### config.mk
export PLATFORM = sky130hd
export DESIGN_NAME = rl_tx_adapter
export DESIGN_NICKNAME = d
export VERILOG_FILES = /design/src/rtl/rl_tx_pkg.sv /design/src/rtl/rl_ready_history.sv /design/src/rtl/rl_holdoff.sv /design/src/rtl/rl_beat_reg.sv /design/src/rtl/rl_tx_adapter.sv
export SDC_FILE = /design/constraint.sdc
export NUM_CORES = 1
export LEC_CHECK = 0
export ABC_CLOCK_PERIOD_IN_PS = 4500
export BUFFER_PORTS_ARGS = -buffer_cell sky130_fd_sc_hd__buf_2
export CAP_MARGIN = 40
export CORE_MARGIN = 2
export CORE_UTILIZATION = 37
export CTS_CLUSTER_DIAMETER = 100
export DETAILED_ROUTE_END_ITERATION = 8
export PLACE_DENSITY = 0.74
export SLEW_MARGIN = 40
export SYNTH_ARGS = -nofsm -noshare
export SYNTH_HDL_FRONTEND = slang
export SYNTH_HIERARCHICAL = 1
export SYNTH_SLANG_ARGS = --single-unit
export TNS_END_PERCENT = 20
### constraint.sdc
create_clock -name clk -period 4.5 [get_ports clk]
set_input_delay 0.9 -clock clk [delete_from_list [all_inputs] [get_ports clk]]
set_output_delay 0.9 -clock clk [all_outputs]
set_load 0.02 [all_outputs]
### src/rtl/rl_tx_pkg.sv
package rl_tx_pkg;

    // Framing flags that travel with each beat.
    typedef struct packed {
        logic sop;
        logic eop;
    } rl_frame_t;

    // Width of a saturating counter that must reach the given limit.
    function automatic int rl_cnt_width(input int limit);
        return (limit < 1) ? 1 : $clog2(limit + 1);
    endfunction

endpackage

### src/rtl/rl_ready_history.sv
module rl_ready_history #(
    parameter int LAT = 2
) (
    input  logic clk,
    input  logic rst,
    input  logic snk_ready,
    output logic slot_next,
    output logic slot_now
);

    typedef struct packed {
        logic [LAT-1:0] hist;
    } hist_state_t;

    hist_state_t st_d, st_q;

    generate
        if (LAT == 1) begin : g_lat_one
            always_comb begin
                st_d = st_q;
                if (rst) begin
                    st_d.hist = '0;
                end else begin
                    st_d.hist = snk_ready;
                end
            end
            // The grant for the next cycle is the ready value seen now.
            assign slot_next = snk_ready & ~rst;
        end else begin : g_lat_many
            always_comb begin
                st_d = st_q;
                if (rst) begin
                    st_d.hist = '0;
                end else begin
                    st_d.hist = {st_q.hist[LAT-2:0], snk_ready};
                end
            end
            assign slot_next = st_q.hist[LAT-2];
        end
    endgenerate

    always_ff @(posedge clk) begin
        st_q <= st_d;
    end

    assign slot_now = st_q.hist[LAT-1];

endmodule

### src/rtl/rl_holdoff.sv
module rl_holdoff #(
    parameter int HOLD = 2
) (
    input  logic clk,
    input  logic rst,
    output logic open_next
);

    localparam int CW = rl_tx_pkg::rl_cnt_width(HOLD);
    localparam logic [CW-1:0] CMAX = CW'(HOLD);
    localparam logic [CW-1:0] LIM  = (HOLD < 1) ? '0 : CW'(HOLD - 1);

    typedef struct packed {
        logic [CW-1:0] cnt;
    } hold_state_t;

    hold_state_t st_d, st_q;

    always_comb begin
        st_d = st_q;
        if (rst) begin
            st_d.cnt = '0;
        end else if (st_q.cnt != CMAX) begin
            st_d.cnt = st_q.cnt + 1'b1;
        end
    end

    always_ff @(posedge clk) begin
        st_q <= st_d;
    end

    // Cycle index since release equals cnt; the next cycle may carry a beat
    // once its index reaches HOLD.
    assign open_next = ~rst & (st_q.cnt >= LIM);

endmodule

### src/rtl/rl_beat_reg.sv
module rl_beat_reg #(
    parameter int DW = 64
) (
    input  logic          clk,
    input  logic          rst,
    input  logic          load,
    input  logic [DW-1:0] in_data,
    input  logic          in_sop,
    input  logic          in_eop,
    output logic          held_valid,
    output logic [DW-1:0] held_data,
    output logic          held_sop,
    output logic          held_eop
);

    import rl_tx_pkg::*;

    typedef struct packed {
        logic          vld;
        rl_frame_t     frm;
        logic [DW-1:0] data;
    } beat_state_t;

    beat_state_t st_d, st_q;

    always_comb begin
        st_d     = st_q;
        st_d.vld = 1'b0;
        if (rst) begin
            st_d.frm = '0;
        end else if (load) begin
            st_d.vld     = 1'b1;
            st_d.data    = in_data;
            st_d.frm.sop = in_sop;
            st_d.frm.eop = in_eop;
        end
    end

    always_ff @(posedge clk) begin
        st_q <= st_d;
    end

    assign held_valid = st_q.vld;
    assign held_data  = st_q.data;
    assign held_sop   = st_q.frm.sop;
    assign held_eop   = st_q.frm.eop;

endmodule

### src/rtl/rl_tx_adapter.sv
module rl_tx_adapter #(
    parameter int DATA_W    = 64,
    parameter int READY_LAT = 2,
    parameter int HOLD_CYC  = 2
) (
    input  logic              clk,
    input  logic              rst,
    input  logic              src_valid,
    output logic              src_ready,
    input  logic [DATA_W-1:0] src_data,
    input  logic              src_sop,
    input  logic              src_eop,
    output logic              snk_valid,
    input  logic              snk_ready,
    output logic [DATA_W-1:0] snk_data,
    output logic              snk_sop,
    output logic              snk_eop
);

    logic slot_next;
    logic slot_now;
    logic open_next;
    logic take;
    logic held_valid;

    rl_ready_history #(.LAT(READY_LAT)) hist_i (
        .clk       (clk),
        .rst       (rst),
        .snk_ready (snk_ready),
        .slot_next (slot_next),
        .slot_now  (slot_now)
    );

    rl_holdoff #(.HOLD(HOLD_CYC)) hold_i (
        .clk       (clk),
        .rst       (rst),
        .open_next (open_next)
    );

    // Take a beat only if the register's next cycle is a granted slot.
    assign src_ready = slot_next & open_next;
    assign take      = src_valid & src_ready;

    rl_beat_reg #(.DW(DATA_W)) beat_i (
        .clk        (clk),
        .rst        (rst),
        .load       (take),
        .in_data    (src_data),
        .in_sop     (src_sop),
        .in_eop     (src_eop),
        .held_valid (held_valid),
        .held_data  (snk_data),
        .held_sop   (snk_sop),
        .held_eop   (snk_eop)
    );

    // The held beat is always due in a granted slot; the slot term keeps
    // valid confined to grants even so.
    assign snk_valid = held_valid & slot_now;

endmodule

; ---- Yosys cells after proc, flatten, opt, wreduce, memory -nomap -nowiden
; Index checks and enable logic that the tools add are counted.
[word_totals]
register_bits = 71
inputBits = 70
output_inout_bits = 68
elab_cells = 16
[classes]
n_addsub = 1
magnitude_cmp = 1
n_eq_ne = 1
n_mux = 1
bitwise = 5
reduce_logical = 1
[op_table]
columns = op, count
row1 = $mux 67, 1
row2 = $and 1x1->1, 4
row3 = $add 2x1->2 const B, 1
row4 = $ge 2x1->1 const B, 1
row5 = $ne 2x2->1 const B, 1
row6 = $reduce_and 2->1, 1
row7 = $not 1->1, 1

; ---- Longest topological paths before layout
; Gate-level depths: netlist of run 1.
[logic_depth]
depth_word = 5
mapped_depth = 6
mapped_depth_nobuf = 6

; ---- Hierarchy
; The synthesis of run 1 kept the hierarchy.
[modules_own_cells]
columns = module, instances, cells_each, area_per_inst_um2, seq_area_each_um2
row1 = rl_beat_reg, 1, 73, 2021.9, 1981.9
row2 = rl_holdoff, 1, 11, 102.6, 40.0
row3 = rl_ready_history, 1, 4, 52.6, 40.0
row4 = rl_tx_adapter, 1, 3, 18.8, 0.0

; ---- Worst setup path before layout of run 1
; No wires, ideal clock.
[synth_path]
path_kind = input to register
start = input rst
end = register beat_i.st_q (netlist bit beat_i/held_data[0]), enable pin
setup_time_ps = 495
arrival_time_ps = 4078
t_required_ps = 4005
setup_slack_ps = -73
cell_stages = 3
n_path_buf = 0
path_cell_list = nor2_1 > and3_1 > nor2b_1
[synth_via]
elab_chain_cells = 5
[synth_lines]
columns = element, line
row1 = start: declaration, rl_tx_adapter.sv:7  ; input logic rst,
row2 = $not 1->1, rl_holdoff.sv:34  ; assign open_next = ~rst & (st_q.cnt >= LIM);
row3 = $and 1x1->1, rl_holdoff.sv:34
row4 = $and 1x1->1, rl_tx_adapter.sv:41  ; assign src_ready = slot_next & open_next;
row5 = $and 1x1->1, rl_tx_adapter.sv:42  ; assign take = src_valid & src_ready;
row6 = via take, rl_tx_adapter.sv:23  ; logic take;
row7 = $reduce_and 2->1 (no source line), n/a
row8 = end signal: assignment, rl_beat_reg.sv:40  ; st_q <= st_d;
row9 = end: declaration, rl_beat_reg.sv:24  ; beat_state_t st_d, st_q;
; The timed path passes the listed nets, and every way through them passes these cells.
; A chain may end at the register's enable or synchronous reset.

; ---- Worst setup path after layout of run 1
[layout_path]
start = input rst
end = register beat_i.st_q (netlist bit beat_i/held_data[2]), enable pin
[layout_via]
elab_chain_cells = 5
[layout_lines]
columns = element, line
row1 = $not 1->1, rl_holdoff.sv:34
row2 = $and 1x1->1, rl_holdoff.sv:34
row3 = via open_next, rl_tx_adapter.sv:22  ; logic open_next;
row4 = $and 1x1->1, rl_tx_adapter.sv:41
row5 = $and 1x1->1, rl_tx_adapter.sv:42
row6 = via take, rl_tx_adapter.sv:23
row7 = $reduce_and 2->1 (no source line), n/a
; The timed path passes the listed nets, and every way through them passes these cells.

==> results of run 1 <==
==> layer usage <==
layer / global-route usage (%) / vias up
met1: 14.6 / 584
met4: 8.14 / 0
li1: - / 642
met3: 4.56 / 9
met5: 0 / -
met2: 19.1 / 82
==> synthesized netlist by cell type <==
master / count
ha_1: 2
inv_1: 2
nor2b_1: 4
xor2_1: 1
and3_1: 1
and2_1: 2
dfxtp_1: 7
nor2_1: 5
mux2i_1: 3
edfxtp_1: 64
==> stage by stage <==
stage          hold slack (ps)  setup WS (ps)  power, W  area, um2  utilization [%]
4_1_cts                    480           2030   0.00130       3170             54.6
2_1_floorplan              445           1140  0.000811       2200                -
3_3_place_gp               465           1740  0.000855       3000             51.6
5_1_grt                    489           1910   0.00133       3170             54.6
3_5_place_dp               471           1680  0.000859       3000             51.6
6_report                   476           2060   0.00127       3170             54.6
==> worst min path at each step <==
stage	startpoint	cells after the start	slack, ps	end
floorplan	hist_i/st_q[0]	1	440	hist_i/st_q[1]
CTS	hist_i/st_q[0]	1	480	hist_i/st_q[1]
global route	hist_i/st_q[0]	1	490	hist_i/st_q[1]
detailed placement	hist_i/st_q[0]	1	470	hist_i/st_q[1]
finish	hist_i/st_q[0]	1	480	hist_i/st_q[1]
global placement	hist_i/st_q[0]	1	470	hist_i/st_q[1]
==> area by class of cell <==
type                    count  area, um2
inverters                   2       7.51
fillers                   503       2640
repair buffers            138        706
clock buffers              15        166
multi-input cells          18        134
clock inverters             1       5.00
well taps                  75       93.8
flip-flops and latches     71       2060
==> registers in the layout (all words and copies together) (netlist names) <==
signal,flops
beat_i/held_data,64
beat_i/held_eop,1
beat_i/held_sop,1
beat_i/held_valid,1
hist_i/st_q,2
hold_i/st_q,2
==> cell families after synthesis <==
kind of cell  after synthesis  synth area share [%]
xor+xnor                    1                 0.399
fa+ha+maj                   2                  1.14
buf+inv                     2                 0.342
flops                      71                  93.9
mux                         3                  1.37
simple gates               12                  2.85
==> power by group <==
group          internal, W  switching [W]
Clock             0.000231       0.000202
Combinational    0.0000466      0.0000484
Sequential        0.000740     0.00000759
==> cell usage in the layout, fill, tap and decap left out <==
cell type | synthesis | layout
dfxtp_1 | 7 | 7
ha_1 | 2 | 2
clkbuf_8 | 0 | 11
clkinv_2 | 0 | 1
xor2_1 | 1 | 1
and2_1 | 2 | 2
inv_1 | 2 | 2
and3_1 | 1 | 1
nor2b_1 | 4 | 3
nor2b_4 | 0 | 1
edfxtp_1 | 64 | 64
nor2_1 | 5 | 5
mux2i_1 | 3 | 3
buf_12 | 0 | 1
clkbuf_1 | 0 | 4
buf_2 | 0 | 137
==> summary.md, run 1 <==
| Metric | Value |
|---|---|
| Via density | 4.12 |
| CP Max Fanout | 37 |
| Num ports | 138 |
| Nature of the critical path startpoint | input pin |
| Status | finished clean |
| Global-route wire length before repair | 5820 um |
| Min Tclk post-route | 2440 ps |
| DR top layer | met4 |
| Leak Pwr | 1.34 nW |
| Worst EP required | 4510 ps |
| Power per Cell Area | 402 nW/um2 |
| Share of cells above drive strength 1 | 61.6% |
| Starting Density | 37.8% |
| Worst flop-to-flop path startpoint | hold_i/st_q[0] |
| Final GP Congestion | 0.673 |
| Dominant cells by area after synthesis | edfxtp_1, dfxtp_1, mux2i_1, ha_1, nor2b_1 |
| Chip Width | 81.0 um |
| Crit path arrival time | 2450 ps |
| HPWL after DPL | 3100 um |
| Slew Viols, Final | 0 |
| Syn_nets | 163 |
| Non-Filler Instances | 320 |
| DR WL/cell | 12.9 um |
| Max Fclk | 410 MHz |
| Crit path from | rst |
| Buffer levels on the longest clock path | 2 |
| Max cap viols | 0 |
| Clk_skew | 8.63 ps |
| First-pass DRT Iterations | 3 |
| Remaining antenna violation count | 0 |
| CTS sink cnt | 71 |
| Clk slew on worst S/H paths | 60 ps |
| Nets | 312 |
| GRT Total Usage | 12.4% |
| Synth cell types | 10 |
| Metal2 WL | 1960 um |
| Rel. slew slack | 47.7% |
| Fin. Hold Viols | 0 |
| DRT Wirelength | 4130 um |
| RSZ-0062 raised after global routing | false |
| Met1 WL | 1620 um |
| Critical Path Sink | beat_i/held_data[2] |
| Initial antenna violation count | 0 |
| R2R setup slack | 2200 ps |
| Critical path endpoint category | flip-flop |
| Synth top area share | 87.5% |
| Synth-to-Final Area Change | 44.6% |
| Core area | 5820 um2 |
| CTS buffer count | 9 |
| Number of global-route vias before repair | 1294 |
| Gr ovfl total | 0 |
| CTS resizes | 0 |
| Pin count of the biggest net entering global routing | 38 |
| R2R Path End | beat_i/held_data[2] |
| Critical path type | input pin to flip-flop |
| Yosys warns | 6 |
| Cell Area, Synth | 2200 um2 |
| Cells after synthesis | 91 |
| CTS Root Cell | clkbuf_8 |
| Met3 WL post-DR | 463 um |
| Via count | 1317 |
| Post-CTS setup buffers | 0 |
| Max VDD drop | 0.239 mV |
| Hold buffer count at cts | 0 |
| Delay of the slowest critical-path stage | 690 ps |
| H-tree levels | 3 |
| Starting DRT DRC Count | 25 |
| Period Utilization, post-route | 54.2% |
| Rows | 28 |
| Placed insts | 304 |
| Worst slew pin tran | 783 ps |
| Post-synthesis sequential area ratio | 93.9% |
| Port Buffers | 137 |
| Die area | 6570 um2 |
| Antenna diode count | 0 |
| Largest delay contributor family on the critical path | simple AND/OR/NAND/NOR gates |
| Die height | 81.0 um |
| Setup violators final | 0 |
| Area leader, netlist | edfxtp_1 |
| Seq cells post-synth | 71 |
| # DRC | 0 |
| Clk Latency, worst-skew pair | 330 ps |
| Setup TNS | 0 ps |
| CTS tree | done |
| Slowest cell on crit path | nor2b_4 |
| Worst hold path type | flip-flop to flip-flop |
| Cell count along the critical path | 5 |
| Sequence of cells on the critical path | buf_2 -> nor2_1 -> and3_1 -> nor2b_4 -> buf_12 |
| Worst Path Buf+Inv | 2 |
| Worst r2r path cells | 6 |
| Syn_area_per_cell | 24.1 um2 |
No activity file was read; power rests on OpenSTA's default activity.
==> run 2: changes to the inputs <==
- ABC_CLOCK_PERIOD_IN_PS: 4500 -> 2100
- clock period: 4.5 -> 2.1 ns (I/O delays scaled with it)
==> run 2 against run 1 <==
Utilization is 1.4 points higher. Power is 140% higher. Clock power rose to 2.8 times the previous value. Final area increased by 2.6%. First-iteration DRC count grew 28%. Clock skew is 1.4 ps higher. Critical endpoint is now src_ready.
==> summary.md, run 2 (synthesis gave the netlist of run 1 again) <==
| Metric | Value |
|---|---|
| RSZ-0062 raised after global routing | false |
| Leading cell type in the layout, fill and taps excluded | buf_2 |
| Critical path endpoint category | output port |
| Starting DRT DRC Count | 32 |
| Fin. Hold Viols | 0 |
| Pin count of the biggest net entering global routing | 37 |
| Period Utilization, post-route | 80.7% |
| Min Tclk post-route | 1690 ps |
| Sequence of cells on the critical path | inv_2 -> ha_2 -> nor2_1 -> and2_1 -> buf_2 |
| DR WL/cell | 13.9 um |
| Hold buffer count at cts | 0 |
| Max Fclk | 590 MHz |
| Worst hold slack | 256 ps |
| Max VDD drop | 0.512 mV |
| Slew Viols, Final | 0 |
| # DRC | 0 |
| Worst hold path depth | 1 |
| Number of global-route vias before repair | 1372 |
| Num ports | 138 |
| Global-route wire length before repair | 6440 um |
| CTS buffer count | 9 |
| CTS sink cnt | 71 |
| Clk_skew | 10.0 ps |
| CTS tree | done |
| Power per Cell Area | 931 nW/um2 |
| Crit path arrival time | 1270 ps |
| Die height | 81.0 um |
| Setup violators final | 0 |
| Worst Path Buf+Inv | 2 |
| Core area | 5820 um2 |
| Rel. slew slack | 87.0% |
| Rows | 28 |
| Final instance area | 3260 um2 |
| Max cap viols | 0 |
| Critical path type | flip-flop to output port |
| Setup TNS | 0 ps |
| First-pass DRT Iterations | 4 |
| Slowest cell on crit path | dfxtp_2 |
| Nature of the critical path startpoint | flip-flop |
| Number of fillers in the final layout | 511 |
| Gr ovfl total | 0 |
| Initial antenna violation count | 0 |
| Max FFs per register | 64 |
| Chip Width | 81.0 um |
| Delay of the slowest critical-path stage | 360 ps |
| Status | finished clean |
| Remaining antenna violation count | 0 |
| Share of cells above drive strength 1 | 65.0% |
| Synth-to-Final Area Change | 48.3% |
| Worst hold path type | input pin to flip-flop |
| Via density | 4.14 |
| Cell count along the critical path | 5 |
| Commonest cells after routing, fill and taps aside | buf_2, edfxtp_1, clkbuf_8, nor2_1, dfxtp_1 |
| Antenna diode count | 0 |
| Worst EP required | 1680 ps |
| Nets | 313 |
| CTS resizes | 0 |
| Buffer levels on the longest clock path | 2 |
| DRT Wirelength | 4450 um |
| Leak Pwr | 1.37 nW |
| Largest delay contributor family on the critical path | flip-flops |
| H-tree levels | 3 |
| Die area | 6570 um2 |
| Via count | 1328 |
| Starting Density | 37.8% |
| Post-CTS setup buffers | 0 |
| Worst slew pin tran | 195 ps |
| Final GP Congestion | 0.681 |
| CP Max Fanout | 3 |
| Clk slew on worst S/H paths | 80 ps |
| CTS Root Cell | clkbuf_8 |
| HPWL after DPL | 3300 um |
| Clk Latency, worst-skew pair | 330 ps |
| Post-DP Area | 3030 um2 |
| Worst r2r path cells | 6 |
| Port Buffers | 137 |
| GRT Total Usage | 13.9% |
run 2: metrics by stage:
| step | total power (W) | util (%) | instances | setup WS [ps] |
|---|---|---|---|---|
| 3_3_place_gp | 0.00185 | 52.2 | 305 | 391 |
| 2_1_floorplan | 0.00175 | - | 91 | -136 |
| 6_report | 0.00303 | 56.0 | 321 | 405 |
| 5_1_grt | 0.00314 | 56.0 | 321 | 324 |
| 4_1_cts | 0.00307 | 56.0 | 321 | 379 |
| 3_5_place_dp | 0.00186 | 52.2 | 305 | 362 |
run 2: layout make-up:
| class | instances | area (um2) | area share (%) |
|---|---|---|---|
| clock buffers | 13 | 159 | 4.88 |
| clock inverters | 3 | 65.1 | 2.00 |
| inverters | 2 | 7.51 | 0.231 |
| multi-input cells | 18 | 141 | 4.34 |
| flip-flops and latches | 71 | 2060 | 63.4 |
| well taps | 75 | 93.8 | 2.88 |
| repair buffers | 139 | 726 | 22.3 |
run 2: final timing paths:
path | startpoint | to | slack [ps]
setup / recovery | hold_i/st_q[1] | src_ready | 410
hold reg to reg | hist_i/st_q[0] | hist_i/st_q[1] | 490
hold / removal | src_data[54] | beat_i/held_data[54] | 260
setup reg to reg | hold_i/st_q[1] | beat_i/held_data[43] | 450
run 2: where the power goes:
| part | internal, W | total (W) | switching, W |
|---|---|---|---|
| Combinational | 0.000108 | 0.000220 | 0.000113 |
| Clock | 0.000734 | 0.00120 | 0.000469 |
| Sequential | 0.00159 | 0.00161 | 0.0000213 |
| Total | 0.00243 | 0.00303 | 0.000603 |
run 2: per-layer routing:
metal	GRT usage [%]	vias to the layer above	wire length [um]
li1	-	643	-
met1	15.7	598	1640
met2	21.4	76	2230
met3	5.67	11	473
met4	9.66	0	104
met5	0	-	0
run 2: worst reg2reg max path, stage by stage, from the launching register on:
cell,delay [ps]
dfxtp_2,360
inv_2,30
ha_2,160
nor2_1,100
and3_4,230
nor2b_4,210
buf_12,240
